$ cat config.mk
export PLATFORM = sky130hd
export DESIGN_NAME = vic_fixed_prio
export DESIGN_NICKNAME = d
export VERILOG_FILES = /design/src/rtl/vic_pkg.sv /design/src/rtl/vic_src_bank.sv /design/src/rtl/vic_slot_map.sv /design/src/rtl/vic_prio_pick.sv /design/src/rtl/vic_fixed_prio.sv
export SDC_FILE = /design/constraint.sdc
export NUM_CORES = 1
export LEC_CHECK = 0
export BUFFER_PORTS_ARGS = -buffer_cell sky130_fd_sc_hd__buf_2
export CORE_AREA = 3 3 49 59
export CTS_CLUSTER_SIZE = 28
export DETAILED_ROUTE_END_ITERATION = 16
export DIE_AREA = 0 0 52 62
export GPL_ROUTABILITY_DRIVEN = 0
export PLACE_DENSITY = 0.73
export REMOVE_ABC_BUFFERS = 1
export SETUP_SLACK_MARGIN = 0.3
export SYNTH_ARGS = -nofsm -noshare
export SYNTH_HDL_FRONTEND = slang
export SYNTH_SLANG_ARGS = --single-unit
$ cat constraint.sdc
create_clock -name clk_i -period 1.8 [get_ports clk_i]
set_clock_uncertainty 0.05 [all_clocks]
set_input_delay 0.18 -clock clk_i [delete_from_list [all_inputs] [get_ports clk_i]]
set_output_delay 0.18 -clock clk_i [all_outputs]
set_load 0.1 [all_outputs]
$ cat src/rtl/vic_pkg.sv
package vic_pkg;
  localparam int unsigned VEC_W = 16;
  localparam logic [VEC_W-1:0] VEC_TOP = 16'hFFFE;

  function automatic logic [VEC_W-1:0] slot_addr(input int unsigned slot);
    return VEC_TOP - VEC_W'(2 * slot);
  endfunction
endpackage

$ cat src/rtl/vic_src_bank.sv
module vic_src_bank #(
  parameter int unsigned N_SRC = 6
) (
  input  logic             clk_i,
  input  logic             rst_ni,
  input  logic [N_SRC-1:0] hw_set_i,
  input  logic [N_SRC-1:0] sw_flag_set_i,
  input  logic [N_SRC-1:0] sw_flag_clr_i,
  input  logic [N_SRC-1:0] sw_en_set_i,
  input  logic [N_SRC-1:0] sw_en_clr_i,
  input  logic [N_SRC-1:0] ack_clr_i,
  output logic [N_SRC-1:0] flag_o,
  output logic [N_SRC-1:0] en_o
);
  for (genvar i = 0; i < N_SRC; i++) begin : g_src
    logic flag_q, en_q;
    always_ff @(posedge clk_i or negedge rst_ni) begin
      if (!rst_ni) begin
        flag_q <= 1'b0;
        en_q   <= 1'b0;
      end else begin
        // hardware event beats any clear
        if (hw_set_i[i] || sw_flag_set_i[i])        flag_q <= 1'b1;
        else if (sw_flag_clr_i[i] || ack_clr_i[i])  flag_q <= 1'b0;
        if (sw_en_set_i[i])                         en_q   <= 1'b1;
        else if (sw_en_clr_i[i])                    en_q   <= 1'b0;
      end
    end
    assign flag_o[i] = flag_q;
    assign en_o[i]   = en_q;
  end
endmodule

$ cat src/rtl/vic_slot_map.sv
module vic_slot_map #(
  parameter int unsigned N_SRC  = 6,
  parameter int unsigned N_SLOT = 8
) (
  input  logic [N_SRC-1:0]              req_i,
  input  logic [N_SLOT-1:0][N_SRC-1:0]  member_i,
  input  logic                          gie_i,
  input  logic                          rst_pend_i,
  output logic [N_SLOT-1:0]             pend_o
);
  assign pend_o[0] = rst_pend_i;
  assign pend_o[1] = |(req_i & member_i[1]);
  for (genvar k = 2; k < N_SLOT; k++) begin : g_mask
    assign pend_o[k] = gie_i & (|(req_i & member_i[k]));
  end
endmodule

$ cat src/rtl/vic_prio_pick.sv
module vic_prio_pick #(
  parameter int unsigned N_SLOT = 8,
  parameter int unsigned SLOT_W = $clog2(N_SLOT)
) (
  input  logic [N_SLOT-1:0] pend_i,
  output logic              any_o,
  output logic [SLOT_W-1:0] win_o
);
  // lowest slot index = highest address
  always_comb begin
    win_o = '0;
    for (int k = N_SLOT - 1; k >= 0; k--) begin
      if (pend_i[k]) win_o = SLOT_W'(k);
    end
  end
  assign any_o = |pend_i;
endmodule

$ cat src/rtl/vic_fixed_prio.sv
module vic_fixed_prio
  import vic_pkg::*;
#(
  parameter int unsigned N_SRC  = 6,
  parameter int unsigned N_SLOT = 8,
  parameter int unsigned SLOT_W = $clog2(N_SLOT),
  // slot per source, source 0 in the low field; slot 0 is reserved for reset
  parameter logic [N_SRC*SLOT_W-1:0] SRC_SLOT = {3'd7, 3'd5, 3'd5, 3'd3, 3'd2, 3'd1}
) (
  input  logic             clk_i,
  input  logic             rst_ni,
  input  logic [N_SRC-1:0] hw_set_i,
  input  logic [N_SRC-1:0] sw_flag_set_i,
  input  logic [N_SRC-1:0] sw_flag_clr_i,
  input  logic [N_SRC-1:0] sw_en_set_i,
  input  logic [N_SRC-1:0] sw_en_clr_i,
  input  logic             gie_i,
  input  logic             ack_i,
  output logic             irq_o,
  output logic [15:0]      vec_o,
  output logic [N_SRC-1:0] flag_o,
  output logic [N_SRC-1:0] en_o
);
  logic [N_SLOT-1:0][N_SRC-1:0] member;
  logic [N_SLOT-1:0]            single;
  logic [N_SLOT-1:0]            pend;
  logic [SLOT_W-1:0]            win;
  logic [N_SRC-1:0]             ack_clr;
  logic                         rst_pend_q;
  logic                         take;

  for (genvar k = 0; k < N_SLOT; k++) begin : g_slot
    for (genvar i = 0; i < N_SRC; i++) begin : g_mem
      assign member[k][i] = (SRC_SLOT[i*SLOT_W +: SLOT_W] == SLOT_W'(k));
    end
    assign single[k] = ($countones(member[k]) == 1);
  end

  vic_src_bank #(.N_SRC(N_SRC)) u_bank (
    .clk_i         (clk_i),
    .rst_ni        (rst_ni),
    .hw_set_i      (hw_set_i),
    .sw_flag_set_i (sw_flag_set_i),
    .sw_flag_clr_i (sw_flag_clr_i),
    .sw_en_set_i   (sw_en_set_i),
    .sw_en_clr_i   (sw_en_clr_i),
    .ack_clr_i     (ack_clr),
    .flag_o        (flag_o),
    .en_o          (en_o)
  );

  vic_slot_map #(.N_SRC(N_SRC), .N_SLOT(N_SLOT)) u_map (
    .req_i      (flag_o & en_o),
    .member_i   (member),
    .gie_i      (gie_i),
    .rst_pend_i (rst_pend_q),
    .pend_o     (pend)
  );

  vic_prio_pick #(.N_SLOT(N_SLOT), .SLOT_W(SLOT_W)) u_pick (
    .pend_i (pend),
    .any_o  (irq_o),
    .win_o  (win)
  );

  assign take    = ack_i & irq_o;
  assign ack_clr = (take && single[win]) ? member[win] : '0;
  assign vec_o   = irq_o ? slot_addr(int'(win)) : 16'h0000;

  always_ff @(posedge clk_i or negedge rst_ni) begin
    if (!rst_ni)                        rst_pend_q <= 1'b1;
    else if (take && win == '0)         rst_pend_q <= 1'b0;
  end
endmodule

== Word level (Yosys, flattened, before mapping) ==
Memory sizes are Yosys's and may differ from the RTL's.
Index checks and enable logic that the tools add are counted.
Word-level totals
  bits in registers: 13
  bits in read-only memories: 56
  input port bits: 34
  output and inout bits: 29
  word-level logic and storage cells: 86
  memories kept: 2
Cells by class
  add/subtract/negate cells: 1
  order comparisons: 1
  multiplexer cells: 34
  bitwise gates (word level): 6
  reduce and logical (&&, ||, !) cells: 29
Memories
  (name not given): depth 8, bits a word 6, rd ports 1, clocked after memory_dff 0, write ports 0, RTL line vic_fixed_prio.sv:67  | assign ack_clr = (take && single[win]) ? member[win] : '0;
  (name not given): depth 8, bits a word 1, rd ports 1, clocked after memory_dff 0, write ports 0, RTL line vic_fixed_prio.sv:67
Operators by type and width (number)
  2-to-1 mux 1 bit: 25
  nonzero test 2 bit: 12
  2-to-1 mux 3 bit: 6
  2-to-1 mux 16 bit: 1
  logical OR 1 bit: 12
  2-to-1 mux 6 bit: 2
  AND 6 bit: 1
  OR reduction 6 bit: 1
  subtractor 2 x 5 -> 6 bit (first input constant): 1
  AND 1 bit: 5
  < comparator 3 x 4 -> 1 bit (second input constant): 1
  logical NOT 3 bit: 1
  logical AND 1 bit: 2
  OR reduction 2 bit: 1

== Depth between registers and ports, before layout ==
Gate-level depths: netlist of the first run.
  word-level depth: 15
  mapped depth: 4
  gate-level depth less buffers: 3

== Cells and area by module ==
A second synthesis of the first run with hierarchy kept.
Second synthesis, totals
  cells, all modules: 124
  area total of the unflattened synthesis: 1068.5 sq um
Modules (own cells, without submodules)
  vic_src_bank: times used 1, cells each 48, area each 533.0 sq um, sequential area each 300.3 sq um
  vic_fixed_prio: times used 1, cells each 33, area each 242.7 sq um, sequential area each 26.3 sq um
  vic_slot_map: times used 1, cells each 30, area each 211.5 sq um, sequential area each 0.0 sq um
  vic_prio_pick: times used 1, cells each 13, area each 81.3 sq um, sequential area each 0.0 sq um

== Worst setup path after synthesis of the first run ==
OpenSTA, ideal clock, no wires.
  path type: reg-to-output
  start point: reg u_bank.g_src[1].en_q
  end point: out vec_o[10]
  data arrival time: 4.054 ns
  data required time: 1.570 ns
  path slack: -2.484 ns
  stages on the path, launching flop included: 5
  path buffers: 1
  path through: dfrtp_1 a22oi_4 and3_2 o21ai_0 buf_4
On the way
  elaborated cells on any way between the ends: 8
  those cells by class: add/sub (1); mux (4); bitwise (2); reduce/logical (1)
RTL lines
  start: declaration: RTL line vic_src_bank.sv:16  | logic flag_q, en_q;
  start signal: assignment: RTL line vic_src_bank.sv:20  | en_q <= 1'b0;
  start signal: assignment: RTL line vic_src_bank.sv:25  | if (sw_en_set_i[i]) en_q <= 1'b1;
  start signal: assignment: RTL line vic_src_bank.sv:26  | else if (sw_en_clr_i[i]) en_q <= 1'b0;
  AND 6 bit: RTL line vic_fixed_prio.sv:53  | .req_i (flag_o & en_o),
  AND 1 bit: RTL line vic_slot_map.sv:14  | assign pend_o[k] = gie_i & (|(req_i & member_i[k]));
  OR reduction 6 bit: RTL line vic_prio_pick.sv:16  | assign any_o = |pend_i;
  named net irq_o: RTL line vic_fixed_prio.sv:19  | output logic irq_o,
  2-to-1 mux 16 bit: RTL line vic_fixed_prio.sv:68  | assign vec_o = irq_o ? slot_addr(int'(win)) : 16'h0000;
  end: declaration: RTL line vic_fixed_prio.sv:20  | output logic [15:0] vec_o,
The timed path passes the listed nets, and every way through them passes these cells.

== Worst setup path after layout of the first run ==
  start point: reg u_bank.g_src[1].flag_q
  end point: out vec_o[15]
On the way
  longest elaborated chain between the ends: 7
  elaborated cells on any way between the ends: 8
  those cells by class: add/sub (1); mux (4); bitwise (2); reduce/logical (1)
Ends and longest elaborated chain
  start: declaration: RTL line vic_src_bank.sv:16
  start signal: assignment: RTL line vic_src_bank.sv:19  | flag_q <= 1'b0;
  start signal: assignment: RTL line vic_src_bank.sv:23  | if (hw_set_i[i] || sw_flag_set_i[i]) flag_q <= 1'b1;
  start signal: assignment: RTL line vic_src_bank.sv:24  | else if (sw_flag_clr_i[i] || ack_clr_i[i]) flag_q <= 1'b0;
  AND 6 bit *: RTL line vic_fixed_prio.sv:53
  AND 1 bit *: RTL line vic_slot_map.sv:14
  2-to-1 mux 3 bit (3 in series): RTL line vic_prio_pick.sv:13  | if (pend_i[k]) win_o = SLOT_W'(k);
  subtractor 2 x 5 -> 6 bit: RTL line vic_pkg.sv:6  | return VEC_TOP - VEC_W'(2 * slot);
  2-to-1 mux 16 bit *: RTL line vic_fixed_prio.sv:68
Mark *: on every way between the ends. The rest lies on a longest branch, timed or not.

==> impl_metrics.csv, run 1 <==
group,metric,value,unit
power,power_frac_seq,0.286,
timing,finalCritPeriodShare,0.987,
synth,yosys_register_bits,13,
setup_path,cp_cell_sequence,"a22oi_4 > and3_4 > o21ai_4 > clkbuf_16 > buf_16",
routing,drtPass1Iterations,4,
setup_path,cp_top_family,"flip-flops",
timing,fmax,563,MHz
setup_path,cp.arrival,1550,ps
timing,hold_slack,24.4,ps
power,switching_share,0.469,
synth,avgSynthCellArea,9.58,um2
floorplan,rows,19,
synth,ys_seq_area_frac,0.401,
synth,netlist.area_leader.share,0.369,
synth,syn_area,815,um2
floorplan,start_util,0.346,
power,peakVddDrop,0.515,mV
clock_network,clkSinkCount,13,
clock_network,clk_pin_slew,80,ps
timing,hold_viol,0,
finish,finalNonFillerCells,171,
power,leakagePower,0.754,nW
global_routing,track_usage,0.134,
setup_path,start_kind,"flop",
floorplan,io_pins,63,
timing,drv_slew,0,
routing,drc_errors,0,
routing,routed_wl,2140,um
finish,final_common_cell,"buf_2",
routing,ant_nets,0,
placement,dp_cells,156,
power,power_density,788,nW/um2
global_routing,grt.overflow.total,0,
global_routing,grt_pass1_vias,713,
routing,via_count,750,
power,p_switching,0.535,mW
global_routing,antenna_found_initial,0,
synth,yosysWarningCount,0,
power,comb_power_share,0.559,
clock_network,htree_levels,1,
finish,ff_latch_area,329,um2
finish,syn_to_final_growth,77.7,%
setup_path,worstSetupEndpointType,"primary output",
floorplan,core,2350,um2
run_status,status,"finished clean",
timing,setup_viol,0,
clock_network,cts_tree,"done",
clock_network,root_buffer,"clkbuf_4",
power,power,1.14,mW
routing,wl_per_cell,12.5,um
finish,diodes,0,
power,clkPwrFrac,0.155,
clock_network,cts_buffers,3,
power,internal_power,0.606,mW
setup_path,cp_max_fo,6,
setup_path,crit_type,"flop to primary output",
floorplan,die_w,52,um
finish,multiInputGateArea,289,um2
timing,rsz0062_at_grt,"true",
finish,drive_gt1_frac,0.629,
synth,synth_area_leaders,"dfrtp_1 (37%), buf_4 (23%), inv_1 (6.0%), a21o_1 (5.5%), a311o_1 (4.9%)",
hold_path,hold_path_class,"input pin to flop",
routing,via_per_inst,4.39,
global_routing,grt_pass1_wl,3110,um
setup_path,worst-endpoint-required,1570,ps
routing,drt_iter0_drc,5,
setup_path,crit_path_top_delay_cell,"dfrtp_1",
finish,nFillCells,195,
floorplan,die_area,3220,um2
finish,nets,175,
finish,layout_common_cells,"buf_2 (40), buf_12 (14), inv_1 (13)",
clock_network,clock_latency,270,ps
synth,synth_cells,85,
global_routing,grt_max_degree,14,
setup_path,path_buf_inv,2,
clock_network,clockBufferDepth,2,
timing,period_minus_slack,1780,ps
synth,synth_top_cell_by_area,"dfrtp_1",
placement,io_buffers,61,
setup_path,slowest_delay,410,ps
synth,synth.distinct_cells,21,
placement,place_hpwl,1690,um
flow_run,maxCapViolCount,0,
floorplan,die_h,62,um
-- per-layer routing --
metal	GRT usage	vias to the layer above	part of all wire
met5	0	-	0
met4	0.0562	0	0.0065
met3	0.0430	2	0.10
met2	0.255	46	0.54
met1	0.134	337	0.35
li1	-	365	-
-- flip-flops by register name, summed over array words and instances (netlist names) --
signal               flops
rst_pend_q               1
u_bank.g_src.en_q        6
u_bank.g_src.flag_q      6
-- power groups by stage --
stage	combinational, mW	sequential (mW)	clock [mW]
after floorplan	0.219	0.448	0
after CTS	0.627	0.325	0.188
after global placement	0.564	0.330	0
after global routing	0.659	0.329	0.205
after detailed placement	0.570	0.332	0
final	0.638	0.326	0.177
-- repair_timing --
| action | 4_1_cts | 5_1_grt |
|---|---|---|
| setup buffers | 6 | 2 |
| setup endpoints to repair | 16 | 22 |
| pin swaps | 3 | 2 |
| hold endpoints to repair | 13 | 0 |
| cloned | 1 | 0 |
| hold buffers | 2 | 0 |
| gates resized for setup | 19 | 12 |
-- worst register-to-register path, delay by kind of cell, from the launching register on --
kind            cells  cell delay [ps]
compound gates      2              590
simple gates        1              100
buf+inv             2              230
flops               1              400
-- path summary, 6_finish.rpt --
path / from / endpoint / slack, ps / cells past startpoint
worst min-delay path: sw_flag_clr_i[4] / u_bank.g_src[4].flag_q / 20 / 2
max in group asynchronous: rst_ni / rst_pend_q / 1140 / 2
worst max-delay path: u_bank.g_src[1].flag_q / vec_o[15] / 20 / 5
min in group asynchronous: rst_ni / u_bank.g_src[2].en_q / 280 / 2
worst max register to register: u_bank.g_src[3].en_q / u_bank.g_src[5].flag_q / 330 / 5
worst min register to register: rst_pend_q / rst_pend_q / 490 / 1
-- layout make-up --
class                      count  share of cell area
timing repair buffer          76               0.494
multi-input combinational     34               0.200
sequential                    13               0.227
clock buffer                   4              0.0182
inverter                      13              0.0337
tap                           31              0.0268
-- through the flow --
stage / utilization / worst slack [ps] / cell area (um2) / setup TNS [ps]
after floorplan: - / -26350 / 627 / -344830
after global routing: 0.615 / -36.2 / 1450 / -255
after CTS: 0.591 / 12.4 / 1390 / 0
after detailed placement: 0.514 / 130 / 1210 / 0
after global placement: 0.514 / 191 / 1210 / 0
final: 0.615 / 23.4 / 1450 / 0
-- synth_stat cells --
library cell,number
a311o_1,4
nand3_1,1
conb_1,1
nand3b_1,1
a22oi_4,1
and3_2,1
o21ai_0,4
nor2_1,2
inv_1,13
buf_4,25
and3b_1,1
a22oi_2,1
nor2b_1,2
a21boi_4,1
dfrtp_1,12
a31o_2,1
nand2_1,4
dfstp_2,1
a21oi_1,1
nand4_1,2
a21o_1,6
-- logic make-up (layout without fill, tap and decap cells) --
kind of cell	count (synthesis)	in the layout	share of synthesized area
other cells	1	1	0.00460
flops	13	13	0.401
compound gates	19	19	0.210
simple gates	14	14	0.0937
buf+inv	38	93	0.290
No activity file was read; power rests on OpenSTA's default activity.
==> run 2: changes to the inputs <==
--- a/config.mk
+++ b/config.mk
@@ -6,11 +6,12 @@
 export NUM_CORES = 1
 export LEC_CHECK = 0
 export BUFFER_PORTS_ARGS = -buffer_cell sky130_fd_sc_hd__buf_2
-export CORE_AREA = 3 3 49 59
+export CORE_AREA = 4 4 50 60
 export CTS_CLUSTER_SIZE = 28
 export DETAILED_ROUTE_END_ITERATION = 16
-export DIE_AREA = 0 0 52 62
+export DIE_AREA = 0 0 54 64
 export GPL_ROUTABILITY_DRIVEN = 0
+export HOLD_SLACK_MARGIN = 0.05
 export PLACE_DENSITY = 0.73
 export REMOVE_ABC_BUFFERS = 1
 export SETUP_SLACK_MARGIN = 0.3
==> run 2 against run 1 <==
Global-route usage is 0.85 points higher. Sequential power about the same. Combinational power rose by 3%. Routed wire length grew 16%. Hold slack improved by 21 ps. Critical path depth is the same. Non-clock buffer count rose by 8. Die area is 7.2% higher. Highest routed layer unchanged.
==> impl_metrics.csv, run 2 (synthesized netlist as in run 1, its figures left out) <==
group,metric,value,unit
finish,finalNonFillerCells,181,
clock_network,clock_latency,280,ps
floorplan,die_w,54,um
routing,routed_wl,2480,um
finish,nFillCells,187,
power,peakVddDrop,0.503,mV
clock_network,cts_buffers,3,
finish,final_common_cell,"buf_2",
finish,drive_gt1_frac,0.608,
routing,wl_per_cell,13.7,um
setup_path,cp_top_family,"flip-flops",
clock_network,cts_tree,"done",
power,leakagePower,0.784,nW
global_routing,grt_pass1_vias,849,
floorplan,rows,20,
clock_network,htree_levels,1,
routing,drtPass1Iterations,4,
floorplan,start_util,0.329,
finish,ff_latch_area,329,um2
finish,nets,183,
timing,hold_viol,0,
clock_network,clk_pin_slew,80,ps
global_routing,grt_max_degree,14,
setup_path,worst-endpoint-required,1570,ps
clock_network,clkSinkCount,13,
setup_path,path_buf_inv,2,
routing,drt_iter0_drc,16,
placement,dp_cells,158,
setup_path,critPathMostFrequentCell,"buf_12",
timing,rsz0062_at_grt,"true",
routing,via_count,832,
global_routing,grt_pass1_wl,3710,um
hold_path,hold_path_class,"input pin to flop",
routing,drc_errors,0,
floorplan,die_area,3460,um2
clock_network,root_buffer,"clkbuf_4",
placement,place_hpwl,1700,um
finish,syn_to_final_growth,87.6,%
setup_path,cp.arrival,1550,ps
placement,dpl_cell_area,1210,um2
placement,io_buffers,61,
global_routing,antenna_found_initial,0,
routing,ant_nets,0,
setup_path,cp_max_fo,7,
setup_path,crit_path_top_delay_cell,"dfrtp_1",
finish,multiInputGateArea,295,um2
timing,finalCritPeriodShare,0.988,
setup_path,crit_type,"flop to primary output",
timing,period_minus_slack,1780,ps
finish,layout_common_cells,"buf_2 (42), buf_12 (17), inv_1 (13)",
global_routing,track_usage,0.143,
clock_network,clockBufferDepth,2,
timing,fmax,562,MHz
finish,final_area,1530,um2
floorplan,io_pins,63,
power,power,1.17,mW
routing,via_per_inst,4.60,
setup_path,worstSetupEndpointType,"primary output",
finish,reg_top3,"u_bank.g_src.en_q (6), u_bank.g_src.flag_q (6), rst_pend_q (1)",
power,power_density,766,nW/um2
setup_path,cp_cell_sequence,"a22oi_4 > and3_4 > o21ai_4 > buf_12 > buf_12",
global_routing,grt.overflow.total,0,
floorplan,core,2480,um2
flow_run,maxCapViolCount,0,
timing,setup_viol,0,
finish,diodes,0,
setup_path,start_kind,"flop",
floorplan,die_h,64,um
timing,drv_slew,0,
run_status,status,"finished clean",
timing,tns,0,ps
setup_path,slowest_delay,400,ps
## run 2: cell types whose count changed in the layout (fill, tap and decap cells not counted), sizes merged
| cell | delta |
|---|---|
| dlygate4sd3 | +8 |
| clkbuf | -3 |
| buf | +3 |
## run 2: final timing paths
kind / endpoint / start / cells after the start / slack (ps)
max in group asynchronous: rst_pend_q / rst_ni / 2 / 1150
worst max register to register: u_bank.g_src[5].flag_q / u_bank.g_src[1].en_q / 5 / 330
min in group asynchronous: u_bank.g_src[2].en_q / rst_ni / 2 / 260
worst min register to register: u_bank.g_src[4].en_q / u_bank.g_src[4].en_q / 1 / 480
worst min-delay path: u_bank.g_src[1].flag_q / sw_flag_set_i[1] / 2 / 40
worst max-delay path: vec_o[9] / u_bank.g_src[1].en_q / 5 / 20
## run 2: worst register-to-register path, cell delays in order, from the launching register on
cell and delay [ps]:
dfrtp_1 410, a22oi_4 210, buf_4 150, buf_6 90
nand4_1 100, a311o_1 340
## run 2: repair_timing
action	in CTS	in global routing
setup buffers	6	2
endpoints found under the hold margin	22	0
pin swaps	3	2
hold buffers	10	0
gates cloned	1	0
resized for setup	23	7
setup endpoints to repair	16	22
## run 2: power breakdown
part | internal (mW) | switching [mW]
clock | 0.0861 | 0.101
combinational | 0.224 | 0.434
sequential | 0.308 | 0.0172
total | 0.619 | 0.552
## run 2: metal layers
layer / wire length (um) / vias to the layer above / global-route usage
met5: 0 / - / 0
met3: 302 / 8 / 0.0396
met1: 786 / 384 / 0.143
li1: - / 383 / -
met4: 43 / 0 / 0.0498
met2: 1340 / 57 / 0.267
## run 2: cell type report
| type | count | share of cell area |
|---|---|---|
| Inverter | 13 | 0.0319 |
| Timing Repair Buffer | 84 | 0.515 |
| Tap cell | 33 | 0.0270 |
| Sequential cell | 13 | 0.215 |
| Multi-Input combinational cell | 34 | 0.193 |
| Clock buffer | 4 | 0.0172 |
## run 2: through the flow
stage / hold slack [ps] / utilization / setup WS (ps)
2_1_floorplan: -166 / - / -26350
3_3_place_gp: 26.4 / 0.489 / 192
3_5_place_dp: 40.6 / 0.489 / 163
4_1_cts: 50.9 / 0.601 / 30.8
5_1_grt: 54.2 / 0.617 / -30.0
6_report: 44.9 / 0.617 / 22.0
==> run 3: changes to the inputs <==
--- a/config.mk
+++ b/config.mk
@@ -6,15 +6,16 @@
 export NUM_CORES = 1
 export LEC_CHECK = 0
 export BUFFER_PORTS_ARGS = -buffer_cell sky130_fd_sc_hd__buf_2
-export CORE_AREA = 4 4 50 60
+export CORE_AREA = 4 4 47 57
 export CTS_CLUSTER_SIZE = 28
 export DETAILED_ROUTE_END_ITERATION = 16
-export DIE_AREA = 0 0 54 64
+export DIE_AREA = 0 0 51 61
 export GPL_ROUTABILITY_DRIVEN = 0
 export HOLD_SLACK_MARGIN = 0.05
-export PLACE_DENSITY = 0.73
+export PLACE_DENSITY = 0.78
 export REMOVE_ABC_BUFFERS = 1
 export SETUP_SLACK_MARGIN = 0.3
+export SKIP_LAST_GASP = 1
 export SYNTH_ARGS = -nofsm -noshare
 export SYNTH_HDL_FRONTEND = slang
 export SYNTH_SLANG_ARGS = --single-unit
==> constraint.sdc (replaced) <==
create_clock -name clk_i -period 2.2 [get_ports clk_i]
set_clock_uncertainty 0.05 [all_clocks]
set_input_delay 0.22 -clock clk_i [delete_from_list [all_inputs] [get_ports clk_i]]
set_output_delay 0.22 -clock clk_i [all_outputs]
set_load 0.1 [all_outputs]
==> run 3 against run 2 <==
Clock power fell by 24%. Cell count fell by 9.9%. Combinational power fell by 26%. Largest power group unchanged. Setup slack improved by 290 ps.
==> impl_metrics.csv, run 3 (synthesized netlist as in run 1, its figures left out) <==
group,metric,value,unit
clock_network,clkSinkCount,13,
finish,multiInputGateArea,267,um2
power,power_density,682,nW/um2
finish,reg_top3,"u_bank.g_src.en_q (6), u_bank.g_src.flag_q (6), rst_pend_q (1)",
clock_network,cts_tree,"done",
setup_path,cp_max_fo,6,
finish,nFillCells,159,
floorplan,start_util,0.389,
setup_path,startpoint,"u_bank.g_src[0].flag_q",
setup_path,worst-endpoint-required,1930,ps
power,power_frac_seq,0.299,
global_routing,track_usage,0.138,
routing,drt_iter0_drc,9,
setup_path,reg2reg_slack,790,ps
routing,drc_errors,0,
clock_network,clockBufferDepth,2,
power,clkPwrFrac,0.160,
floorplan,rows,18,
power,comb_power_share,0.541,
routing,via_count,736,
timing,period_minus_slack,1880,ps
hold_path,hold_path_class,"input pin to flop",
setup_path,worstSetupEndpointType,"primary output",
placement,place_ws,446,ps
placement,place_hpwl,1740,um
finish,ff_latch_area,329,um2
routing,wl_per_cell,13.0,um
timing,fmax,531,MHz
routing,via_per_inst,4.52,
setup_path,reg2reg_from,"u_bank.g_src[3].flag_q",
finish,syn_to_final_growth,61.8,%
floorplan,io_pins,63,
floorplan,die_area,3110,um2
setup_path,cp.arrival,1610,ps
finish,diodes,0,
power,leakagePower,0.697,nW
global_routing,grt.overflow.total,0,
routing,drtPass1Iterations,2,
floorplan,core,2090,um2
timing,rsz0062_at_grt,"false",
floorplan,die_w,51,um
clock_network,cts_buffers,3,
clock_network,clk_pin_slew,80,ps
clock_network,root_buffer,"clkbuf_4",
routing,ant_nets,0,
global_routing,grt_pass1_wl,3240,um
power,p_switching,0.432,mW
timing,hold_viol,0,
timing,fin_ws,316,ps
routing,routed_wl,2110,um
global_routing,grt_pass1_vias,815,
setup_path,reg2reg_depth,4,
finish,drive_gt1_frac,0.602,
global_routing,antenna_found_initial,0,
placement,io_buffers,61,
timing,tns,0,ps
power,peakVddDrop,0.414,mV
run_status,status,"finished clean",
setup_path,start_kind,"flop",
setup_path,crit_type,"flop to primary output",
finish,layout_common_cells,"buf_2 (47), inv_1 (13), buf_12 (13)",
clock_network,htree_levels,1,
clock_network,clock_latency,270,ps
power,internal_power,0.465,mW
timing,setup_viol,0,
flow_run,maxCapViolCount,0,
timing,finalCritPeriodShare,0.856,
finish,nets,168,
floorplan,die_h,61,um
global_routing,grt_max_degree,14,
finish,final_common_cell,"buf_2",
power,switching_share,0.482,
setup_path,r2r-end,"u_bank.g_src[5].flag_q",
setup_path,endpoint,"vec_o[12]",
timing,drv_slew,0,
-- run 3: timing repair --
| action | CTS | global route |
|---|---|---|
| hold buffers | 2 | 0 |
| gates resized for setup | 7 | 2 |
| hold endpoints to repair | 14 | 0 |
| gates cloned | 1 | 0 |
| endpoints found under the setup margin | 13 | 14 |
| buffers inserted | 4 | 0 |
| pin swaps | 2 | 0 |
-- run 3: worst min-delay path by stage --
stage | start | to | slack (ps) | depth (start not counted)
2_1_floorplan | rst_ni | u_bank.g_src[0].en_q | -130 | 0
3_3_place_gp | rst_ni | u_bank.g_src[2].en_q | 70 | 1
3_5_place_dp | rst_ni | u_bank.g_src[2].flag_q | 70 | 1
4_1_cts | sw_flag_clr_i[4] | u_bank.g_src[4].flag_q | 60 | 2
5_1_grt | sw_flag_clr_i[4] | u_bank.g_src[4].flag_q | 70 | 2
6_report | sw_flag_clr_i[4] | u_bank.g_src[4].flag_q | 70 | 2
-- run 3: worst max-delay path, cell delays in order, from the launching register on --
cell	delay, ps
dfrtp_1	450
a21oi_1	380
o21ai_4	160
buf_16	180
buf_16	170
-- run 3: area by class of cell --
| type | instances | share of cell area |
|---|---|---|
| Clock buffer | 3 | 0.0171 |
| Clock inverter | 1 | 0.00380 |
| Inverter | 13 | 0.0370 |
| Multi-Input combinational cell | 34 | 0.202 |
| Sequential cell | 13 | 0.250 |
| Tap cell | 30 | 0.0285 |
| Timing Repair Buffer | 69 | 0.462 |
-- run 3: through the flow --
stage	cells	utilization	instance area (um2)	hold WS [ps]	power [mW]
floorplan	60	-	627	-126	0.569
global placement	152	0.566	1180	68.5	0.726
detailed placement	152	0.566	1180	71.3	0.733
CTS	163	0.624	1310	57.7	0.903
global route	163	0.629	1320	67.8	0.930
finish	163	0.629	1320	65.1	0.898
-- run 3: power by group through the flow --
| stage | Clock [mW] | Combinational, mW | Sequential, mW |
|---|---|---|---|
| after detailed placement | 0 | 0.458 | 0.274 |
| after global routing | 0.156 | 0.503 | 0.270 |
| final | 0.143 | 0.486 | 0.269 |
| after global placement | 0 | 0.453 | 0.273 |
| after floorplan | 0 | 0.202 | 0.366 |
| after CTS | 0.150 | 0.484 | 0.269 |
-- run 3: per-layer routing --
metal  wire length, um  GRT usage  up-vias
met1               725      0.132      339
li1                  -          -      351
met2              1130      0.271       44
met5                 0          0        -
met4                12     0.0615        0
met3               243     0.0418        2
